==> config.mk <==
export PLATFORM = sky130hd
export DESIGN_NAME = pgw_ctrl
export DESIGN_NICKNAME = d
export VERILOG_FILES = /design/src/rtl/pgw_pkg.sv /design/src/rtl/pgw_latch.sv /design/src/rtl/pgw_window.sv /design/src/rtl/pgw_seq.sv /design/src/rtl/pgw_ctrl.sv
export SDC_FILE = /design/constraint.sdc
export NUM_CORES = 1
export LEC_CHECK = 0
export ABC_AREA = 1
export BUFFER_PORTS_ARGS = -buffer_cell sky130_fd_sc_hd__buf_2
export CAP_MARGIN = 20
export CORE_UTILIZATION = 58
export CTS_BUF_LIST = sky130_fd_sc_hd__clkbuf_4 sky130_fd_sc_hd__clkbuf_8
export CTS_CLUSTER_DIAMETER = 80
export DETAILED_ROUTE_END_ITERATION = 6
export PLACE_DENSITY = 0.79
export SLEW_MARGIN = 20
export SYNTH_ARGS = -nofsm -noshare
export SYNTH_HDL_FRONTEND = slang
export SYNTH_SLANG_ARGS = --single-unit
export TNS_END_PERCENT = 5
==> constraint.sdc <==
create_clock -name clk -period 2 [get_ports clk]
set_input_delay 0.1 -clock clk [delete_from_list [all_inputs] [get_ports clk]]
set_output_delay 0.1 -clock clk [all_outputs]
set_load 0.005 [all_outputs]
==> src/rtl/pgw_pkg.sv <==
package pgw_pkg;
  typedef enum logic [1:0] {SQ_IDLE, SQ_PROG, SQ_WAIT} seq_state_t;
  typedef enum logic [1:0] {LOCK_NONE, LOCK_QTR, LOCK_HALF, LOCK_ALL} lock_sel_t;
endpackage

==> src/rtl/pgw_latch.sv <==
module pgw_latch #(
  parameter int PAGE_BYTES = 16,
  localparam int PW = $clog2(PAGE_BYTES)
) (
  input  logic                       clk,
  input  logic                       rst_n,
  input  logic                       clr,
  input  logic [PW-1:0]              off_in,
  input  logic                       wr,
  input  logic [7:0]                 din,
  output logic [PAGE_BYTES-1:0][7:0] data,
  output logic [PAGE_BYTES-1:0]      valid
);
  logic [PW-1:0] off;

  // offset counter only ever covers the low bits, so it wraps inside the page
  always_ff @(posedge clk or negedge rst_n) begin
    if (!rst_n)   off <= '0;
    else if (clr) off <= off_in;
    else if (wr)  off <= off + 1'b1;
  end

  always_ff @(posedge clk or negedge rst_n) begin
    if (!rst_n) begin
      data  <= '0;
      valid <= '0;
    end else if (clr) begin
      valid <= '0;
    end else if (wr) begin
      for (int i = 0; i < PAGE_BYTES; i++) begin
        if (off == PW'(i)) begin
          data[i]  <= din;
          valid[i] <= 1'b1;
        end
      end
    end
  end
endmodule

==> src/rtl/pgw_window.sv <==
module pgw_window (
  input  logic clk,
  input  logic rst_n,
  input  logic clr,
  input  logic open_ev,
  input  logic edge_ev,
  output logic win
);
  // open after a completed byte, closed by the next serial edge
  always_ff @(posedge clk or negedge rst_n) begin
    if (!rst_n)       win <= 1'b0;
    else if (clr)     win <= 1'b0;
    else if (open_ev) win <= 1'b1;
    else if (edge_ev) win <= 1'b0;
  end
endmodule

==> src/rtl/pgw_seq.sv <==
module pgw_seq
  import pgw_pkg::*;
#(
  parameter int PAGE_BYTES  = 16,
  parameter int PROG_CYCLES = 1000000,
  localparam int PW = $clog2(PAGE_BYTES),
  localparam int CW = $clog2(PROG_CYCLES + 1)
) (
  input  logic                  clk,
  input  logic                  rst_n,
  input  logic                  start,
  input  logic [PAGE_BYTES-1:0] start_mask,
  input  logic                  start_sr,
  output logic                  busy,
  output logic                  slot_we,
  output logic [PW-1:0]         slot_idx,
  output logic                  sr_go
);
  seq_state_t            state;
  logic [PW-1:0]         idx;
  logic [CW-1:0]         cnt;
  logic [PAGE_BYTES-1:0] mask_q;
  logic                  sr_q;

  always_ff @(posedge clk or negedge rst_n) begin
    if (!rst_n) begin
      state  <= SQ_IDLE;
      idx    <= '0;
      cnt    <= '0;
      mask_q <= '0;
      sr_q   <= 1'b0;
    end else begin
      unique case (state)
        SQ_IDLE: if (start) begin
          state  <= SQ_PROG;
          idx    <= '0;
          mask_q <= start_mask;
          sr_q   <= start_sr;
        end
        SQ_PROG: if (idx == PW'(PAGE_BYTES - 1)) begin
          state <= SQ_WAIT;
          cnt   <= '0;
        end else begin
          idx <= idx + 1'b1;
        end
        SQ_WAIT: if (cnt == CW'(PROG_CYCLES - 1)) state <= SQ_IDLE;
                 else cnt <= cnt + 1'b1;
        default: state <= SQ_IDLE;
      endcase
    end
  end

  assign busy     = (state != SQ_IDLE);
  assign slot_we  = (state == SQ_PROG) && mask_q[idx];
  assign slot_idx = idx;
  assign sr_go    = (state == SQ_PROG) && (idx == '0) && sr_q;
endmodule

==> src/rtl/pgw_ctrl.sv <==
module pgw_ctrl
  import pgw_pkg::*;
#(
  parameter int AW          = 7,
  parameter int PAGE_BYTES  = 16,
  parameter int PROG_CYCLES = 1000000
) (
  input  logic          clk,
  input  logic          rst_n,
  input  logic          cmd_start,
  input  logic          cmd_is_sr,
  input  logic [AW-1:0] cmd_addr,
  input  logic          sck_rise,
  input  logic          in_valid,
  output logic          in_ready,
  input  logic [7:0]    in_data,
  input  logic          cs_rise,
  input  logic          wr_permit,
  input  logic [1:0]    prot_sel,
  output logic          busy,
  output logic          arr_we,
  output logic [AW-1:0] arr_addr,
  output logic [7:0]    arr_wdata,
  output logic          sr_we,
  output logic [1:0]    sr_bp
);
  localparam int PW    = $clog2(PAGE_BYTES);
  localparam int PGW   = AW - PW;
  localparam int DEPTH = 1 << AW;
  localparam logic [AW:0] QTR_BASE  = (AW+1)'(DEPTH - DEPTH / 4);
  localparam logic [AW:0] HALF_BASE = (AW+1)'(DEPTH / 2);

  logic                       active, is_sr, sr_got, win;
  logic [PGW-1:0]             page_q;
  logic [1:0]                 sr_byte;
  logic [PAGE_BYTES-1:0][7:0] lat_data;
  logic [PAGE_BYTES-1:0]      lat_valid, locked, wr_mask;
  logic                       start_ok, acc, commit, go;
  logic [PW-1:0]              slot_idx;
  lock_sel_t                  lsel;

  assign in_ready = !busy;
  assign start_ok = cmd_start && !busy && !cs_rise;
  assign acc      = in_valid && !busy && active && !cs_rise && !cmd_start;
  assign commit   = cs_rise && active && win && !busy;

  always_ff @(posedge clk or negedge rst_n) begin
    if (!rst_n) begin
      active <= 1'b0;
      is_sr  <= 1'b0;
      page_q <= '0;
    end else if (cs_rise) begin
      active <= 1'b0;
    end else if (start_ok) begin
      active <= 1'b1;
      is_sr  <= cmd_is_sr;
      page_q <= cmd_addr[AW-1:PW];
    end
  end

  // status write keeps only its first byte
  always_ff @(posedge clk or negedge rst_n) begin
    if (!rst_n) begin
      sr_got  <= 1'b0;
      sr_byte <= '0;
    end else if (start_ok) begin
      sr_got <= 1'b0;
    end else if (acc && is_sr && !sr_got) begin
      sr_got  <= 1'b1;
      sr_byte <= in_data[3:2];
    end
  end

  pgw_latch #(.PAGE_BYTES(PAGE_BYTES)) u_latch (
    .clk(clk), .rst_n(rst_n), .clr(start_ok), .off_in(cmd_addr[PW-1:0]),
    .wr(acc && !is_sr), .din(in_data), .data(lat_data), .valid(lat_valid)
  );

  pgw_window u_win (
    .clk(clk), .rst_n(rst_n), .clr(start_ok || cs_rise),
    .open_ev(acc && (!is_sr || !sr_got)), .edge_ev(sck_rise), .win(win)
  );

  assign lsel = lock_sel_t'(prot_sel);

  for (genvar g = 0; g < PAGE_BYTES; g++) begin : g_lock
    logic [AW:0] full;
    assign full = {1'b0, page_q, PW'(g)};
    always_comb begin
      unique case (lsel)
        LOCK_NONE: locked[g] = 1'b0;
        LOCK_QTR:  locked[g] = (full >= QTR_BASE);
        LOCK_HALF: locked[g] = (full >= HALF_BASE);
        default:   locked[g] = 1'b1;
      endcase
    end
  end

  assign wr_mask = lat_valid & ~locked;
  assign go      = commit && wr_permit && (is_sr || (|wr_mask));

  pgw_seq #(.PAGE_BYTES(PAGE_BYTES), .PROG_CYCLES(PROG_CYCLES)) u_seq (
    .clk(clk), .rst_n(rst_n), .start(go),
    .start_mask(is_sr ? '0 : wr_mask), .start_sr(is_sr),
    .busy(busy), .slot_we(arr_we), .slot_idx(slot_idx), .sr_go(sr_we)
  );

  assign arr_addr  = {page_q, slot_idx};
  assign arr_wdata = lat_data[slot_idx];
  assign sr_bp     = sr_byte;
endmodule

==> results.ini <==
[sta]
period_needed_ns = 2.25
drv_slew = 0
layout_setup_ws_ns = -0.251
maxSlewHeadroom = 0.530
finalHoldViolCount = 0
tightest_slew_ns = 0.705
finalSetupViolations = 31
grt_setup_unrepaired = true
timing.final.crit_share = 1.13
max_freq_mhz = 444
tns_ns = -2.82
finClkSkew_ns = 0.0227

[cells_and_area]
n_fill_cell = 1204
multi_input_area_um2 = 4080
areaGrowthSynthToFinish_pct = 18.5
nNetsFinal = 1248
final_util = 0.708
drive_gt1_frac = 0.162
design_area_um2 = 11300
seq_area_um2 = 5010
antenna_cells = 0

[drt]
drt-wirelength-per-cell_um = 18.2
antenna_left = 0
avgViaCountPerCell = 5.93
num_vias = 8551
drt_pass1_iterations = 7
drc = 2
routed_wl_mm = 26.2
drt_iter0_markers = 891

[die]
core-area_um2 = 15900
die_x_um = 130
die-area_um2 = 17000
fp.dieH_um = 130
pin_count = 46
fp-row-count = 46
start_util = 0.598

[global_routing]
grt_max_degree = 61
antenna_found_initial = 0
grt_pass1_wl_mm = 41.1
global_route.usage.total = 0.322
overflow = 0
grt_pass1_vias = 8136

[logic_synthesis]
ys.flop_type = dfrtp_1
yosys.area.top_type_share = 0.525
synth-edff-count = 0
ys_seq_area_frac = 0.525
ys_warn_count = 0
netlist_area_um2 = 9530
netlist_instances = 1131
yosys-top-cells-area = dfrtp_1, nand2_1, o21ai_0
ys_ff_latch = 200
synth_largest_area_cell = dfrtp_1
avgSynthCellArea_um2 = 8.43
synth.distinct_cells = 37
yosysMostFrequentCell = nand2_1
synthArstFlopShare = 1.00
synth_nets = 1166
synthTopCellsByCount = nand2_1, dfrtp_1, o21ai_0, nor2_1, o21ai_1

[setup_path]
reg2reg_from = u_seq.slot_idx[0]
worstPathArrival_ns = 2.15
crit_cells = 7
crit_path_start_kind = flip-flop
crit_chain = buf_4, clkbuf_16, nor2_1, o22ai_1, o211ai_1, nand2_1, buf_2
slowest_stage = dfrtp_2
max_stage_delay_ns = 0.50
cp_top_family = buffers and inverters
cp_data_required_time_ns = 1.90
r2r_setup_slack_ns = -0.09
reg2reg_to = u_seq.cnt[10]
crit_type = flip-flop to output pin
critPathBufInv = 3
cp_max_fo = 16
reg2reg_depth = 14
end_kind = output pin

[power_and_ir_drop]
power-per-cell-area_nw_per_um2 = 911
p_leak_uw = 0.00523
vdd_drop_max_v = 0.000691

[clock_tree]
h-tree-depth = 4
cts_root_buffer = clkbuf_8
cts_buffer_depth = 2
clkTransAtPathRegs_ns = 0.10
cts_tree = done
clock-sinks = 200
cts_buffers = 17
insertion_delay_ns = 0.50

[placed_design]
place_hpwl_mm = 16.0
post_dp_cell_area_um2 = 10400
portBuffers = 45
routabilityCongestion = 0.928

[hold_path]
min_from = cmd_start
whs_path_depth = 3
hold_end = u_win.win
worstHoldPathType = primary input to flip-flop

[status]
outcome = finished, violations left
violations = design-rule violations, negative setup slack

[run]
maxCapViolCount = 0

[registers in the layout, summed over array words and instances, names as in the netlist]
| name | flops |
|---|---|
| u_seq.sr_q | 1 |
| u_latch.data | 128 |
| page_q | 3 |
| sr_bp | 2 |
| u_latch.off | 4 |
| u_seq.cnt | 20 |
| sr_got | 1 |
| u_win.win | 1 |
| active | 1 |
| u_seq.slot_idx | 4 |
| u_latch.valid | 16 |
| is_sr | 1 |
| u_seq.state | 2 |
| u_seq.mask_q | 16 |
[layout make-up]
type | count | area share
clock buffers | 19 | 0.0232
clock inverters | 13 | 0.0121
inverters | 69 | 0.0244
multi-input cells | 794 | 0.361
flip-flops and latches | 200 | 0.443
well taps | 216 | 0.0239
repair buffers | 130 | 0.111
repair inverters | 1 | 0.000665
[placed cells by master, fill, tap and decap left out, drive strengths merged, types with 20 or more instances in the layout]
cell type / n
o221ai: 20
nor3: 22
o21ai: 238
nor2: 93
dfrtp: 200
nand3: 65
nand2: 247
clkbuf: 23
buf: 114
inv: 70
[where the power goes]
| group | leakage, µW | total [µW] | internal (µW) | switching, µW |
|---|---|---|---|---|
| Clock | 0.000190 | 2590 | 1080 | 1510 |
| Combinational | 0.00229 | 2740 | 1030 | 1710 |
| Sequential | 0.00275 | 4950 | 4570 | 376 |
[how the worst max path moves through the flow]
stage	from	end	slack (ns)
6_report	u_seq.slot_idx[0]	arr_wdata[7]	-0.25
5_1_grt	u_seq.slot_idx[0]	arr_wdata[3]	-0.30
4_1_cts	u_seq.slot_idx[1]	arr_wdata[2]	-0.17
3_5_place_dp	u_seq.state[0]	u_latch.data[43]	-0.02
3_3_place_gp	u_seq.state[0]	u_latch.data[27]	0.07
2_1_floorplan	u_seq.state[0]	u_latch.data[31]	0.02
[through the flow]
step / total power, µW / instances / setup slack, ns / hold WS, ns
after floorplan: 6460 / 1131 / 0.0205 / -0.196
after global placement: 7330 / 1385 / 0.0689 / 0.120
final: 10300 / 1442 / -0.251 / 0.0547
after CTS: 10000 / 1436 / -0.174 / 0.0168
after detailed placement: 7420 / 1385 / -0.0218 / 0.120
after global routing: 10900 / 1442 / -0.302 / 0.0891
[logic make-up (layout without fill, tap and decap cells)]
family,after synthesis,count (layout),synth area share
AO/OA/AOI/OAI,327,327,0.193
XOR/XNOR,10,10,0.00919
adder cells (fa/ha/maj),10,10,0.0131
buffers and inverters,137,232,0.0568
flip-flops,200,200,0.525
AND/OR/NAND/NOR,447,447,0.202
[per-layer routing]
layer,vias to the layer above,GRT usage,part of all wire
li1,4035,-,-
met1,4066,0.420,0.41
met2,383,0.525,0.48
met3,67,0.0689,0.076
met4,0,0.135,0.034
met5,-,0,0
[tightest hold or removal path: cells and delay by family]
kind	cells	cell delay [ns]
AND/OR/NAND/NOR	1	0.10
AO/OA/AOI/OAI	1	0.18
buffers and inverters	1	0.12
[timing repair]
action,in CTS,in global routing
hold endpoints to repair,68,0
endpoints found under the setup margin,15,161
gates cloned,3,4
pin swaps,9,19
hold buffers,11,0
resized for setup,14,43
setup buffers,5,2
(Power assumes the default switching activity.)
